===== config.mk =====
export PLATFORM = sky130hd
export DESIGN_NAME = tick_divider6
export DESIGN_NICKNAME = d
export VERILOG_FILES = /design/src/rtl/tdiv_pkg.sv /design/src/rtl/tdiv_ctrl_reg.sv /design/src/rtl/tdiv_src_mux.sv /design/src/rtl/tdiv_core.sv /design/src/rtl/tick_divider6.sv
export SDC_FILE = /design/constraint.sdc
export NUM_CORES = 1
export LEC_CHECK = 0
export ABC_AREA = 0
export BUFFER_PORTS_ARGS = -buffer_cell sky130_fd_sc_hd__buf_2
export CAP_MARGIN = 5
export CORE_MARGIN = 1
export CORE_UTILIZATION = 35
export CTS_CLUSTER_SIZE = 24
export DETAILED_ROUTE_END_ITERATION = 12
export PLACE_DENSITY = 0.59
export SLEW_MARGIN = 40
export SYNTH_ARGS = -nofsm -noshare
export SYNTH_HDL_FRONTEND = slang
export SYNTH_SLANG_ARGS = --single-unit
export TNS_END_PERCENT = 10

===== constraint.sdc =====
create_clock -name clk -period 2.8 [get_ports clk]
set_input_delay 0.56 -clock clk [delete_from_list [all_inputs] [get_ports clk]]
set_output_delay 0.56 -clock clk [all_outputs]
set_load 0.01 [all_outputs]

===== src/rtl/tdiv_pkg.sv =====
// Shared constants and field-layout helpers for the tick divider.
// Assumes the source count is one, four or eight.
package tdiv_pkg;
    localparam int REG_W     = 32;
    localparam int DIVF_W    = 6;
    localparam int STOP_BIT  = 8;
    localparam int RESET_DIV = (1 << DIVF_W) - 1;

    // Lowest bit of the source-select field for a given source count.
    function automatic int sel_lsb(input int n);
        return (n == 8) ? 12 : ((n == 4) ? 6 : 0);
    endfunction

    // Number of select bits actually stored in the word.
    function automatic int sel_bits(input int n);
        return (n == 8) ? 3 : ((n == 4) ? 2 : 0);
    endfunction

    // Width of select signals (at least one bit so vectors stay legal).
    function automatic int sel_w(input int n);
        return (sel_bits(n) > 0) ? sel_bits(n) : 1;
    endfunction

    // Mask of bits that exist in the control word.
    function automatic logic [REG_W-1:0] field_mask(input int n);
        logic [REG_W-1:0] m;
        m = REG_W'((1 << DIVF_W) - 1) | (REG_W'(1) << STOP_BIT);
        m = m | (REG_W'((1 << sel_bits(n)) - 1) << sel_lsb(n));
        return m;
    endfunction
endpackage


===== src/rtl/tdiv_ctrl_reg.sv =====
// Control word storage. It keeps only the defined bits, forces a
// nonzero divisor on stop, and splits the word into configuration fields.
// Assumes one write port and no side effects on read.
module tdiv_ctrl_reg
    import tdiv_pkg::*;
#(
    parameter int NUM_SRC = 8,
    localparam int SEL_W  = sel_w(NUM_SRC)
) (
    input  logic              clk,
    input  logic              rst_n,
    input  logic              wr_en,
    input  logic [REG_W-1:0]  wr_data,
    output logic [REG_W-1:0]  rd_data,
    output logic [DIVF_W-1:0] cfg_div,
    output logic [SEL_W-1:0]  cfg_sel,
    output logic              cfg_stop
);
    localparam logic [REG_W-1:0] MASK  = field_mask(NUM_SRC);
    localparam logic [REG_W-1:0] RST_V = (REG_W'(1) << STOP_BIT) | REG_W'(RESET_DIV);
    localparam int SLSB  = sel_lsb(NUM_SRC);
    localparam int SBITS = sel_bits(NUM_SRC);

    logic [REG_W-1:0] word_q;
    logic [REG_W-1:0] word_nx;

    // Next word: masked write data, with the stop-time divisor rule applied.
    always_comb begin
        word_nx = wr_data & MASK;
        if (word_nx[STOP_BIT] && (word_nx[DIVF_W-1:0] == '0))
            word_nx[DIVF_W-1:0] = '1;
    end

    // Word register with its reset value.
    always_ff @(posedge clk) begin
        if (!rst_n)
            word_q <= RST_V;
        else if (wr_en)
            word_q <= word_nx;
    end

    assign rd_data  = word_q;
    assign cfg_div  = word_q[DIVF_W-1:0];
    assign cfg_stop = word_q[STOP_BIT];

    generate
        if (SBITS > 0) begin : g_sel
            assign cfg_sel = word_q[SLSB +: SEL_W];
        end else begin : g_nosel
            assign cfg_sel = '0;
        end
    endgenerate

    AST_STOP_DIV_NONZERO: assert property (@(posedge clk) disable iff (!rst_n)
        word_q[STOP_BIT] |-> (word_q[DIVF_W-1:0] != '0));

    AST_SPARE_BITS_ZERO: assert property (@(posedge clk) disable iff (!rst_n)
        (rd_data & ~MASK) == '0);
endmodule


===== src/rtl/tdiv_src_mux.sv =====
// Picks the strobe of one source by index.
// Assumes the index is always in range (the select field is sized exactly).
module tdiv_src_mux
    import tdiv_pkg::*;
#(
    parameter int NUM_SRC = 8,
    localparam int SEL_W  = sel_w(NUM_SRC)
) (
    input  logic [NUM_SRC-1:0] src_tick,
    input  logic [SEL_W-1:0]   sel,
    output logic               tick
);
    generate
        if (NUM_SRC == 1) begin : g_single
            // The index is constant zero in this build.
            assign tick = src_tick[0] & ~(|sel);
        end else begin : g_multi
            assign tick = src_tick[sel];
        end
    endgenerate
endmodule


===== src/rtl/tdiv_core.sv =====
// Divide counter. It counts selected strobes, emits the divided strobe and
// flips the level. Configuration is sampled only when the count is zero,
// that is at a period boundary or while stopped.
// Assumes the strobe input comes from the mux steered by eff_sel.
module tdiv_core
    import tdiv_pkg::*;
#(
    parameter int SEL_W = 3
) (
    input  logic              clk,
    input  logic              rst_n,
    input  logic              cfg_stop,
    input  logic [DIVF_W-1:0] cfg_div,
    input  logic [SEL_W-1:0]  cfg_sel,
    input  logic              sel_tick,
    output logic [SEL_W-1:0]  eff_sel,
    output logic              out_tick,
    output logic              out_level
);
    logic [DIVF_W-1:0] cnt_q;
    logic [DIVF_W-1:0] act_div_q;
    logic [SEL_W-1:0]  act_sel_q;
    logic [DIVF_W-1:0] eff_div;
    logic              at_start;

    // At the start of a period the fresh configuration applies.
    assign at_start = (cnt_q == '0);
    assign eff_div  = at_start ? cfg_div : act_div_q;
    assign eff_sel  = at_start ? cfg_sel : act_sel_q;

    // Hold the configuration for the rest of a period once counting starts.
    always_ff @(posedge clk) begin
        if (!rst_n) begin
            act_div_q <= DIVF_W'(RESET_DIV);
            act_sel_q <= '0;
        end else begin
            act_div_q <= eff_div;
            act_sel_q <= eff_sel;
        end
    end

    // Count selected strobes and produce the divided strobe and level.
    always_ff @(posedge clk) begin
        if (!rst_n) begin
            cnt_q     <= '0;
            out_tick  <= 1'b0;
            out_level <= 1'b0;
        end else if (cfg_stop) begin
            cnt_q     <= '0;
            out_tick  <= 1'b0;
            out_level <= 1'b0;
        end else if (sel_tick) begin
            if (cnt_q == eff_div) begin
                cnt_q     <= '0;
                out_tick  <= 1'b1;
                out_level <= ~out_level;
            end else begin
                cnt_q    <= cnt_q + 1'b1;
                out_tick <= 1'b0;
            end
        end else begin
            out_tick <= 1'b0;
        end
    end

    AST_CNT_IN_RANGE: assert property (@(posedge clk) disable iff (!rst_n)
        cnt_q <= act_div_q);

    AST_HALT_QUIET: assert property (@(posedge clk) disable iff (!rst_n)
        cfg_stop |=> (!out_tick && !out_level));

    AST_LEVEL_FLIPS: assert property (@(posedge clk) disable iff (!rst_n)
        out_tick |-> (out_level != $past(out_level)));

    AST_CFG_HELD: assert property (@(posedge clk) disable iff (!rst_n)
        (cnt_q != '0) |=> ($stable(act_div_q) && $stable(act_sel_q)));
endmodule


===== src/rtl/tick_divider6.sv =====
// Top level of the programmable tick divider: control word, source mux
// and divide counter. Everything runs on one clock; the sources are strobes
// that last one cycle. NUM_SRC must be 1, 4 or 8.
module tick_divider6
    import tdiv_pkg::*;
#(
    parameter int NUM_SRC = 8
) (
    input  logic               clk,
    input  logic               rst_n,
    input  logic               wr_en,
    input  logic [31:0]        wr_data,
    output logic [31:0]        rd_data,
    input  logic [NUM_SRC-1:0] src_tick,
    output logic               out_tick,
    output logic               out_level
);
    localparam int SEL_W = sel_w(NUM_SRC);

    logic [DIVF_W-1:0] cfg_div;
    logic [SEL_W-1:0]  cfg_sel;
    logic              cfg_stop;
    logic [SEL_W-1:0]  eff_sel;
    logic              sel_tick;

    tdiv_ctrl_reg #(.NUM_SRC(NUM_SRC)) u_reg (
        .clk      (clk),
        .rst_n    (rst_n),
        .wr_en    (wr_en),
        .wr_data  (wr_data),
        .rd_data  (rd_data),
        .cfg_div  (cfg_div),
        .cfg_sel  (cfg_sel),
        .cfg_stop (cfg_stop)
    );

    tdiv_src_mux #(.NUM_SRC(NUM_SRC)) u_mux (
        .src_tick (src_tick),
        .sel      (eff_sel),
        .tick     (sel_tick)
    );

    tdiv_core #(.SEL_W(SEL_W)) u_core (
        .clk       (clk),
        .rst_n     (rst_n),
        .cfg_stop  (cfg_stop),
        .cfg_div   (cfg_div),
        .cfg_sel   (cfg_sel),
        .sel_tick  (sel_tick),
        .eff_sel   (eff_sel),
        .out_tick  (out_tick),
        .out_level (out_level)
    );
endmodule


* Word-level counts from Yosys, hierarchy flattened
Index checks and enable logic that the tools add are counted.
Operators by class: $add $sub $neg 1, $lt $le $gt $ge 1, equal/unequal tests 1, muxes and demuxes 7, bitwise logic cells 3, reductions and logical operators 6
Operators by type and width (number):
- 6-bit 2-to-1 mux | 3
- 6-bit zero test | 2
- 6-bit by 1-bit adder with 6-bit output (second input constant) | 1
- 6-bit == test | 1
- 3-bit by 4-bit < comparator with 1-bit output (second input constant) | 1
- 1-bit binary-select mux with 3-bit select | 1
- 3-bit 2-to-1 mux | 1
- 1-bit NOT | 3
- 3-bit OR reduction | 1
- 1-bit 2-to-1 mux | 2
- 2-bit AND reduction | 1
- 2-bit OR reduction | 1
- 1-bit logical AND | 1
Word-level totals: bits in registers 27, input port bits 43, output and inout bits 34, word-level logic and storage cells 25

* Depth between registers and ports, before layout
Gate-level depths: netlist of run 1.
depth in word-level cells 6, depth in mapped cells 12, depth with buffers taken out 9

* Hierarchy
From an unflattened synthesis of run 1, not the netlist that was laid out.
Unflattened totals: cell total of the unflattened synthesis 188, area total of the unflattened synthesis 1669.1 um^2
Modules (own cells, without submodules):
- tdiv_core | instances 1, cells an instance 110, area each 928.4 um^2, seq. area each 340.3 um^2
- tdiv_ctrl_reg | instances 1, cells an instance 75, area each 676.9 um^2, seq. area each 200.2 um^2
- tdiv_src_mux | instances 1, cells an instance 3, area each 63.8 um^2, seq. area each 0.0 um^2

* Least setup slack after synthesis of run 1
Ideal clock, no wire load.
path type reg-to-reg, start point register u_core.cnt_q[0], end point register u_core.cnt_q[2], setup time 70 ps, arrival 2498 ps, required time 2730 ps, setup slack 232 ps, stages on the path, launching flop included 13, path buffers 3, cells stage by stage dfxtp_1 > inv_1 > ha_1 > nor2b_1 > clkbuf_1 > nand2_1 > clkbuf_1 > nand3_1 > a32oi_1 > nor3_2 > buf_6 > or4b_1 > a21oi_1
Between the ends: cells in the longest elaborated chain, start to end 4, elaborated cells between the ends (all ways) 8, classes of those cells 1 x add/sub; 1 x eq/ne; 5 x mux; 1 x reduce/logical
Ends and longest elaborated chain:
- from (decl) | RTL line tdiv_core.sv:20 | logic [DIVF_W-1:0] cnt_q;
- from (signal assigned) | RTL line tdiv_core.sv:58 | cnt_q <= cnt_q + 1'b1;
- 6-bit zero test | RTL line tdiv_core.sv:27 | assign at_start = (cnt_q == '0);
- 3-bit 2-to-1 mux / 6-bit 2-to-1 mux (equally long branches) | RTL line tdiv_core.sv:29, tdiv_core.sv:28
- 1-bit binary-select mux with 3-bit select / 6-bit == test (equally long branches) | RTL line tdiv_src_mux.sv:18, tdiv_core.sv:53
- 1-bit 2-to-1 mux (not written as such) / 6-bit 2-to-1 mux (equally long branches) | RTL line tdiv_src_mux.sv:18, tdiv_core.sv:53
Several ways; a longest one is shown, not always the timed one. The select of a mux whose other input is x is not followed. A chain may end at the register's enable or synchronous reset.

* Final worst setup path of run 1
start point register u_core.cnt_q[0], end point register u_core.cnt_q[4]
Same word-level chain as after synthesis.

==> results of run 1 <==
-- worst max-delay path: stages (launching register included) --
cell	delay (ps)
dfxtp_1	350
inv_1	80
ha_1	220
nor2b_2	200
a21boi_0	340
o21ai_1	170
a2111oi_4	400
nor3_2	150
or4_1	520
a21oi_1	160
-- cells by family after synthesis --
logic type	count (synthesis)
and+or+nand+nor	92
AOI/OAI and AO/OA	46
buffers and inverters	38
DFF	27
muxes	5
adders and majority gates	2
xor gates and xnor gates	2
other	1
-- worst paths after layout --
path	depth (start not counted)	slack [ps]	startpoint	to
setup / recovery	9	140	u_core.cnt_q[0]	u_core.cnt_q[4]
hold reg to reg	2	490	u_core.act_div_q[5]	u_core.act_div_q[5]
hold / removal	2	490	u_core.act_div_q[5]	u_core.act_div_q[5]
setup reg to reg	9	140	u_core.cnt_q[0]	u_core.cnt_q[4]
-- metrics by stage --
stage	utilization (%)	hold WS [ps]
floorplan	-	452
global placement	39.5	471
global route	40.6	504
detailed placement	39.5	483
finish	40.6	491
CTS	40.6	499
-- routing by layer --
| layer | track usage, % | part of all wire (%) |
|---|---|---|
| met3 | 2.92 | 4.3 |
| met1 | 19.6 | 52 |
| met5 | 0 | 0 |
| met4 | 2.61 | 0.72 |
| met2 | 21.7 | 43 |
-- synth_stat cells (all sizes together) --
| cell | n | area, um^2 |
|---|---|---|
| o211ai | 2 | 15.0 |
| nor3 | 6 | 40.0 |
| o22ai | 6 | 37.5 |
| clkbuf | 6 | 22.5 |
| o2111a | 1 | 11.3 |
| mux2i | 5 | 50.1 |
| a22oi | 2 | 15.0 |
| nor2b | 4 | 25.0 |
| or3 | 2 | 12.5 |
| a2111oi | 1 | 27.5 |
| a21oi | 8 | 40.0 |
| or4b | 2 | 20.0 |
| o2111ai | 3 | 26.3 |
| inv | 6 | 22.5 |
| or2 | 1 | 6.26 |
| nand3b | 5 | 37.5 |
| a31oi | 2 | 12.5 |
| xor2 | 1 | 8.76 |
| and3 | 6 | 37.5 |
| dfxtp | 27 | 541 |
| a211oi | 6 | 45.0 |
| conb | 1 | 3.75 |
| ha | 2 | 25.0 |
| nor2 | 11 | 41.3 |
| a21boi | 3 | 22.5 |
| a41oi | 1 | 8.76 |
| and2 | 4 | 25.0 |
| or4 | 2 | 15.0 |
| o2bb2ai | 1 | 8.76 |
| o21ai | 8 | 55.1 |
| or2b | 1 | 7.51 |
| a32oi | 1 | 8.76 |
| buf | 26 | 199 |
| nand2b | 11 | 68.8 |
| nor4 | 4 | 25.0 |
| nand2 | 23 | 86.3 |
| nand3 | 10 | 50.1 |
| o31ai | 1 | 7.51 |
| xnor2 | 1 | 8.76 |
-- cell type report --
cell class | instances | area [um^2]
fillers | 504 | 2800
clock inverters | 1 | 8.76
well taps | 67 | 83.8
inverters | 6 | 22.5
multi-input cells | 169 | 1020
flip-flops and latches | 27 | 541
clock buffers | 3 | 41.3
repair buffers | 38 | 205
-- power breakdown --
group	internal, mW	leakage, nW	total (mW)	switching [mW]
combinational	0.0539	0.535	0.130	0.0760
sequential	0.399	0.221	0.413	0.0143
clock	0.105	0.0261	0.240	0.135
-- sequential cells by signal, indices dropped and copies added (netlist names) --
| name | count |
|---|---|
| u_core.act_sel_q | 3 |
| u_core.out_tick | 1 |
| u_reg.rd_data | 10 |
| u_core.act_div_q | 6 |
| u_core.out_level | 1 |
| u_core.cnt_q | 6 |
-- timing repair --
| action | in CTS | in global routing |
|---|---|---|
| gates resized for setup | 0 | 1 |
| hold endpoints to repair | 0 | 0 |
| setup endpoints to repair | 0 | 7 |
==> key figures, run 1 <==
Status
  – Status: completed

Clock tree
  – Setup Fix Bufs, Post-CTS: 0
  – Post-CTS Hold Buffers: 0
  – Reg clk slew, reported paths: 100 ps
  – CTS Buf Count: 3
  – Deepest clock path buffer count: 2
  – H-tree levels: 1
  – Clk sink count: 27
  – Clock latency on the worst-skew pair: 280 ps
  – TritonCTS clock tree: done
  – Root Buffer: clkbuf_8

Synth
  – Ys Warns: 0
  – Post-Synth Adder-Cell Area: 1.45%
  – Post-synthesis simple-gate area fraction: 28.9%
  – Yosys reg bits: 27
  – Mean Syn Cell Area: 8.08 um^2
  – Main combinational cell family by area after synthesis: simple AND/OR/NAND/NOR gates
  – Post-Synth XOR/XNOR Area: 1.02%
  – Complex-gate fraction of the synthesized area: 19.9%
  – Mapped Cells: 213
  – Cell Area, Synth: 1720 um^2
  – Multiplexer share of the synthesized area: 2.91%
  – Post-synthesis cell type count: 45
  – Seq/Total Area, Yosys: 31.4%

Global routing
  – Vias in the first global route: 1,239
  – Global Route Usage Sum: 13.8%
  – Initial antenna violation count: 0
  – Largest net degree at the start of global routing: 21
  – First-pass GRT wire length: 5800 um
  – Overflow after GRT: 0

Place
  – Placed Area: 1870 um^2
  – DP Wirelength: 2720 um
  – Port Buffers: 32
  – Global placer's final weighted congestion: 0.788
  – Place WS: 170 ps
  – Number of cells after detailed placement: 307

STA
  – # setup viols final: 0
  – Final Skew: 3.20 ps
  – Pins Over Slew Limit: 0
  – Fmax: 0.377 GHz
  – Fin crit share: 94.8%
  – Fin crit period: 2660 ps
  – TNS Setup: 0 ps
  – RSZ-0062 raised after global routing: false
  – Final worst slack: 145 ps
  – Final Hold Vio Count: 0

Layout
  – Most common cell after layout, fill and taps aside: buf_2
  – Finished Cell Area: 1920 um^2
  – Share of cells above drive strength 1: 20.1%
  – Most frequent cells in the layout: buf_2, dfxtp_1, nand2_1
  – # nets final: 290
  – Area delta synth->final: 11.6%
  – Antenna diodes: 0
  – Final Instance Count excl. Fillers: 311

Pwr
  – Worst vdd ir: 0.216 mV
  – Power density cells: 408 nW/um^2
  – Total Power: 0.783 mW
  – P_leak: 0.782 nW

Worst setup path
  – Crit Path Category: register to register
  – WP data required: 3010 ps
  – CP arrival: 2870 ps
  – CP Capture Type: register
  – CP Launch Type: register
  – Critical path fanouts, max: 9

Detailed routing
  – ANT nets after route: 0
  – Via-per-instance ratio: 4.82
  – Residual DRC: 0
  – DRT iter0 DRCs: 96
  – WL per Instance: 11.2 um
  – Total number of vias: 1,499
  – Total wire length: 3480 um
  – 1st-pass router iterations: 4

Floorplanning
  – Initial core utilization: 36.4%
  – Row cnt: 25
  – Die span in y: 72.1 um
  – # IOs: 77
  – Die area: 5200 um^2
  – Core region area: 4720 um^2
  – Die X: 72.1 um

Run
  – MaxCap Viol Count: 0

Worst hold path
  – Hold WC Path Type: register to register
(Power assumes the default switching activity.)
==> run 2, diff against run 1 <==
CELL_PAD_IN_SITES_DETAIL_PLACEMENT = 0   (was unset)
CELL_PAD_IN_SITES_GLOBAL_PLACEMENT = 2   (was unset)
CORE_UTILIZATION = 25   (was 35)
PLACE_DENSITY = 0.75   (was 0.59)
==> run 2 against run 1 <==
The flow now finishes with violations (design-rule violations). Register-to-register slack improved by 40 ps. Total power is 0.40% higher. Hold slack improved by 1.1 ps.
==> key figures, run 2 (synthesized netlist as in run 1, its figures left out) <==
Place
  – Global placer's final weighted congestion: 0.758 (-3.7%)
  – Placed Area: 1890 um^2 (+1.1%)
  – Place WS: 140 ps (-30.0 ps)
  – Number of cells after detailed placement: 318 (+3.6%)
  – Port Buffers: 32 (unchanged)
  – DP Wirelength: 3160 um (+16%)

Clock tree
  – Reg clk slew, reported paths: 100 ps (about the same)
  – Clock latency on the worst-skew pair: 280 ps (about the same)
  – Clk sink count: 27 (unchanged)
  – Deepest clock path buffer count: 2 (unchanged)
  – Post-CTS Hold Buffers: 0 (unchanged)
  – Setup Fix Bufs, Post-CTS: 0 (unchanged)
  – CTS Buf Count: 3 (unchanged)
  – Root Buffer: clkbuf_8
  – Post-CTS Resized: 0 (unchanged)
  – TritonCTS clock tree: done
  – H-tree levels: 1 (unchanged)

Detailed routing
  – Total number of vias: 1,529 (+2.0%)
  – WL per Instance: 12.6 um (+13%)
  – ANT nets after route: 0 (unchanged)
  – Residual DRC: 1 (+1)
  – Via-per-instance ratio: 4.75 (-1.5%)
  – 1st-pass router iterations: 8 (+4)
  – Total wire length: 4070 um (+17%)
  – DRT iter0 DRCs: 78 (-19%)

Pwr
  – Total Power: 0.786 mW (+0.40%)
  – Worst vdd ir: 0.187 mV (-13%)
  – Power density cells: 405 nW/um^2 (-0.64%)
  – P_leak: 0.788 nW (+0.70%)

Layout
  – # nets final: 291 (+0.34%)
  – Most frequent cells in the layout: buf_2, dfxtp_1, nand2_1
  – Most common cell after layout, fill and taps aside: buf_2
  – Final Instance Count excl. Fillers: 322 (+3.5%)
  – Filler cell count: 701 (+39%)
  – Max reg flops: 10 (unchanged)
  – Finished Cell Area: 1940 um^2 (+1.0%)
  – Share of cells above drive strength 1: 20.4% (+0.33 points)
  – Antenna diodes: 0 (unchanged)
  – Area delta synth->final: 12.7%
  – Core Util, Final: 29.9% (-11 points)

Floorplanning
  – Core region area: 6490 um^2 (+38%)
  – Row cnt: 29 (+16%)
  – Die span in y: 85.0 um (+18%)
  – # IOs: 77 (unchanged)
  – Die X: 85.0 um (+18%)
  – Die area: 7220 um^2 (+39%)
  – Initial core utilization: 26.5% (-9.9 points)

Global routing
  – Global Route Usage Sum: 11.1% (-2.7 points)
  – Initial antenna violation count: 0 (unchanged)
  – Vias in the first global route: 1,283 (+3.6%)
  – Largest net degree at the start of global routing: 21 (unchanged)
  – First-pass GRT wire length: 6380 um (+9.9%)
  – Overflow after GRT: 0 (unchanged)

Worst setup path
  – CP Capture Type: register
  – CP arrival: 2820 ps (-50 ps)
  – CP Cell Sequence: inv_1 -> ha_1 -> nor2b_2 -> a21boi_0 -> o21ai_1 -> a2111oi_4 -> nor3_2 -> or4b_1 -> a21oi_1
  – Crit Path Category: register to register
  – Slowest CP cell: or4b_1
  – Slowest stage delay, CP: 520 ps (about the same)
  – WP buf/inv: 1 (unchanged)
  – CP Launch Type: register
  – Critical path fanouts, max: 9 (unchanged)
  – Delay-heaviest family, CP: compound AO/OA/AOI/OAI gates
  – WP data required: 3010 ps (about the same)

STA
  – Pins Over Slew Limit: 0 (unchanged)
  – RSZ-0062 raised after global routing: false
  – TNS Setup: 0 ps (unchanged)
  – Final Skew: 9.42 ps (+6.23 ps)
  – Final Hold Vio Count: 0 (unchanged)
  – Fin crit share: 93.2% (-1.6 points)
  – Fmax: 0.383 GHz (+1.7%)
  – Final worst slack: 189 ps (+44.8 ps)
  – # setup viols final: 0 (unchanged)
  – Fin crit period: 2610 ps (-44.8 ps)
  – Hold_ws: 492 ps (+1.09 ps)

Run
  – MaxCap Viol Count: 0 (unchanged)

Status
  – Violated checks: design-rule violations
  – Status: finished, violations left

Worst hold path
  – Hold WC Path Type: register to register
[run 2: cell types whose count changed in the layout (fill, tap and decap cells not counted), sizes merged]
cell	previous run	this run
buf	38	39
[run 2: layout make-up]
type / instances / area [um^2] / share of cell area [%]
timing repair buffer: 39 / 213 / 11.0
inverter: 6 / 22.5 / 1.16
sequential: 27 / 541 / 27.9
clock inverter: 1 / 8.76 / 0.452
multi-input combinational: 169 / 1020 / 52.5
tap: 77 / 96.3 / 4.97
clock buffer: 3 / 41.3 / 2.13
[run 2: worst reg2reg max path: cells and delay by family (launching register included)]
kind,cells,cell delay (ps)
flip-flops,1,350
buffers and inverters,1,80
AND/OR/NAND/NOR,3,880
AO/OA/AOI/OAI,4,1030
adder cells (fa/ha/maj),1,210
[run 2: metal layers]
metal / part of all wire, % / vias up / GRT usage (%)
met3: 4.6 / 2 / 3.21
met2: 44 / 36 / 16.9
li1: - / 783 / -
met4: 0.59 / 0 / 1.85
met5: 0 / - / 0
met1: 51 / 708 / 15.7
[run 2: worst paths after layout]
check / from / end / slack, ps / depth (start not counted)
worst min register to register: u_core.act_div_q[5] / u_core.act_div_q[5] / 490 / 2
worst min-delay path: u_core.act_div_q[5] / u_core.act_div_q[5] / 490 / 2
worst max-delay path: u_core.cnt_q[0] / u_core.cnt_q[2] / 190 / 9
worst max register to register: u_core.cnt_q[0] / u_core.cnt_q[2] / 190 / 9
[run 2: power breakdown]
part           internal (mW)  switching (mW)  total, mW
registers              0.399          0.0149      0.414
clock network          0.105           0.135      0.240
logic                 0.0538          0.0789      0.133
==> run 3, diff against run 2 <==
CORE_MARGIN = 4   (was 1)
==> run 3 against run 2 <==
The flow now finishes without violations. Highest routed layer unchanged. Global-route usage shrank 1.3 points. Combinational power is essentially flat. Maximum frequency grew 1.9%. Clock skew grew 0.58 ps. Setup slack gained 49 ps. Largest power group unchanged. Largest cell class unchanged. First-iteration DRC count shrank 14%.
==> key figures, run 3 (synthesized netlist as in run 1, its figures left out) <==
STA
  – Pins Over Slew Limit: 0 (unchanged)
  – # setup viols final: 0 (unchanged)
  – Final Hold Vio Count: 0 (unchanged)
  – RSZ-0062 raised after global routing: false
  – TNS Setup: 0 ps (unchanged)
  – Final Skew: 10.0 ps (+0.583 ps)
  – Fmax: 0.390 GHz (+1.9%)
  – Fin crit period: 2560 ps (-48.6 ps)
  – Fin crit share: 91.5% (-1.7 points)

Worst setup path
  – CP Launch Type: register
  – CP Capture Type: register
  – Critical path fanouts, max: 9 (unchanged)
  – Delay-heaviest family, CP: simple AND/OR/NAND/NOR gates
  – CP Cell Sequence: or3_1 -> o21ai_2 -> o2111ai_1 -> a32oi_1 -> nor3_2 -> or4b_1 -> a21oi_1
  – Crit Path Category: register to register
  – WP buf/inv: 0 (-1)
  – WP data required: 3010 ps (about the same)
  – Slowest stage delay, CP: 540 ps (+20 ps)
  – Slowest CP cell: or3_1
  – CP arrival: 2770 ps (-50 ps)

Floorplanning
  – Row cnt: 29 (unchanged)
  – Die X: 91.0 um (+7.1%)
  – Die span in y: 91.0 um (+7.1%)
  – Initial core utilization: 26.3% (-0.15 points)
  – # IOs: 77 (unchanged)
  – Die area: 8270 um^2 (+15%)
  – Core region area: 6530 um^2 (+0.56%)

Detailed routing
  – ANT nets after route: 0 (unchanged)
  – Via-per-instance ratio: 4.73 (-0.34%)
  – Residual DRC: 0 (-1)
  – Total number of vias: 1,519 (-0.65%)
  – Total wire length: 4130 um (+1.6%)
  – 1st-pass router iterations: 4 (-4)
  – WL per Instance: 12.9 um (+1.9%)
  – DRT iter0 DRCs: 67 (-14%)

Clock tree
  – Clock latency on the worst-skew pair: 290 ps (about the same)
  – CTS Buf Count: 3 (unchanged)
  – Post-CTS Hold Buffers: 0 (unchanged)
  – TritonCTS clock tree: done
  – H-tree levels: 1 (unchanged)
  – Root Buffer: clkbuf_8
  – Clk sink count: 27 (unchanged)
  – Reg clk slew, reported paths: 110 ps (about the same)
  – Deepest clock path buffer count: 2 (unchanged)

Global routing
  – Overflow after GRT: 0 (unchanged)
  – Global Route Usage Sum: 9.84% (-1.3 points)
  – First-pass GRT wire length: 6730 um (+5.6%)
  – Largest net degree at the start of global routing: 21 (unchanged)
  – Vias in the first global route: 1,413 (+10%)
  – Initial antenna violation count: 0 (unchanged)

Pwr
  – P_leak: 0.782 nW (-0.67%)
  – Worst vdd ir: 0.274 mV (+47%)
  – Power density cells: 409 nW/um^2 (+0.77%)

Layout
  – Most common cell after layout, fill and taps aside: buf_2
  – Filler cell count: 718 (+2.4%)
  – # nets final: 290 (-0.34%)
  – Area delta synth->final: 12.3%
  – Most frequent cells in the layout: buf_2, dfxtp_1, nand2_1
  – Max reg flops: 10 (unchanged)
  – Final Instance Count excl. Fillers: 321 (-0.31%)
  – Antenna diodes: 0 (unchanged)
  – Share of cells above drive strength 1: 20.1% (-0.33 points)

Worst hold path
  – Hold WC Path Type: register to register

Place
  – Number of cells after detailed placement: 317 (-0.31%)
  – Global placer's final weighted congestion: 0.773 (+2.0%)
  – DP Wirelength: 3220 um (+2.0%)
  – Port Buffers: 32 (unchanged)

Run
  – MaxCap Viol Count: 0 (unchanged)

Status
  – Status: completed
-- run 3: timing repair --
action,in CTS,in global routing
hold endpoints to repair,0,0
gates resized for setup,0,2
setup buffers,0,0
setup endpoints to repair,0,6
-- run 3: power by group --
part           total (mW)  leakage (nW)  internal [mW]  switching [mW]
clock               0.243        0.0261          0.105           0.138
sequential          0.414         0.221          0.399          0.0148
combinational       0.133         0.535         0.0539          0.0788
total               0.789         0.782          0.558           0.232
-- run 3: cell type report --
cell class,count,area [um^2],area share [%]
flip-flops and latches,27,541,28.0
inverters,6,22.5,1.17
clock inverters,1,8.76,0.453
well taps,77,96.3,4.99
multi-input cells,169,1020,52.7
clock buffers,3,41.3,2.14
repair buffers,38,205,10.6
-- run 3: routing by layer --
layer / wire length (um) / vias up / global-route usage [%] / part of all wire, %
met5: 0 / - / 0 / 0
met4: 34 / 0 / 2.51 / 0.82
met3: 285 / 2 / 2.89 / 6.9
met2: 1840 / 46 / 16.0 / 45
met1: 1970 / 695 / 12.8 / 48
li1: - / 776 / - / -
-- run 3: worst paths after layout --
| kind | end | slack [ps] | start | cells past startpoint |
|---|---|---|---|---|
| max | u_core.cnt_q[2] | 240 | u_core.cnt_q[3] | 7 |
| max reg2reg | u_core.cnt_q[2] | 240 | u_core.cnt_q[3] | 7 |
| min reg2reg | u_core.act_div_q[2] | 490 | u_core.act_div_q[2] | 2 |
| min | u_core.act_div_q[2] | 490 | u_core.act_div_q[2] | 2 |
-- run 3: per-stage QoR --
step / area (um^2) / hold slack [ps] / worst slack (ps) / power [mW] / utilization [%]
after global placement: 1880 / 473 / 143 / 0.555 / 28.8
after CTS: 1930 / 497 / 112 / 0.804 / 29.5
after detailed placement: 1880 / 483 / 134 / 0.555 / 28.8
after global routing: 1930 / 507 / 8.06 / 0.833 / 29.6
after floorplan: 1800 / 452 / 232 / 0.535 / -
final: 1930 / 494 / 238 / 0.789 / 29.6
-- run 3: worst register-to-register path, cell delays in order (launching register included) --
cell and delay (ps):
dfxtp_1 400, or3_1 540, o21ai_2 240, o2111ai_1 130
a32oi_1 360, nor3_2 160, or4b_1 520, a21oi_1 140
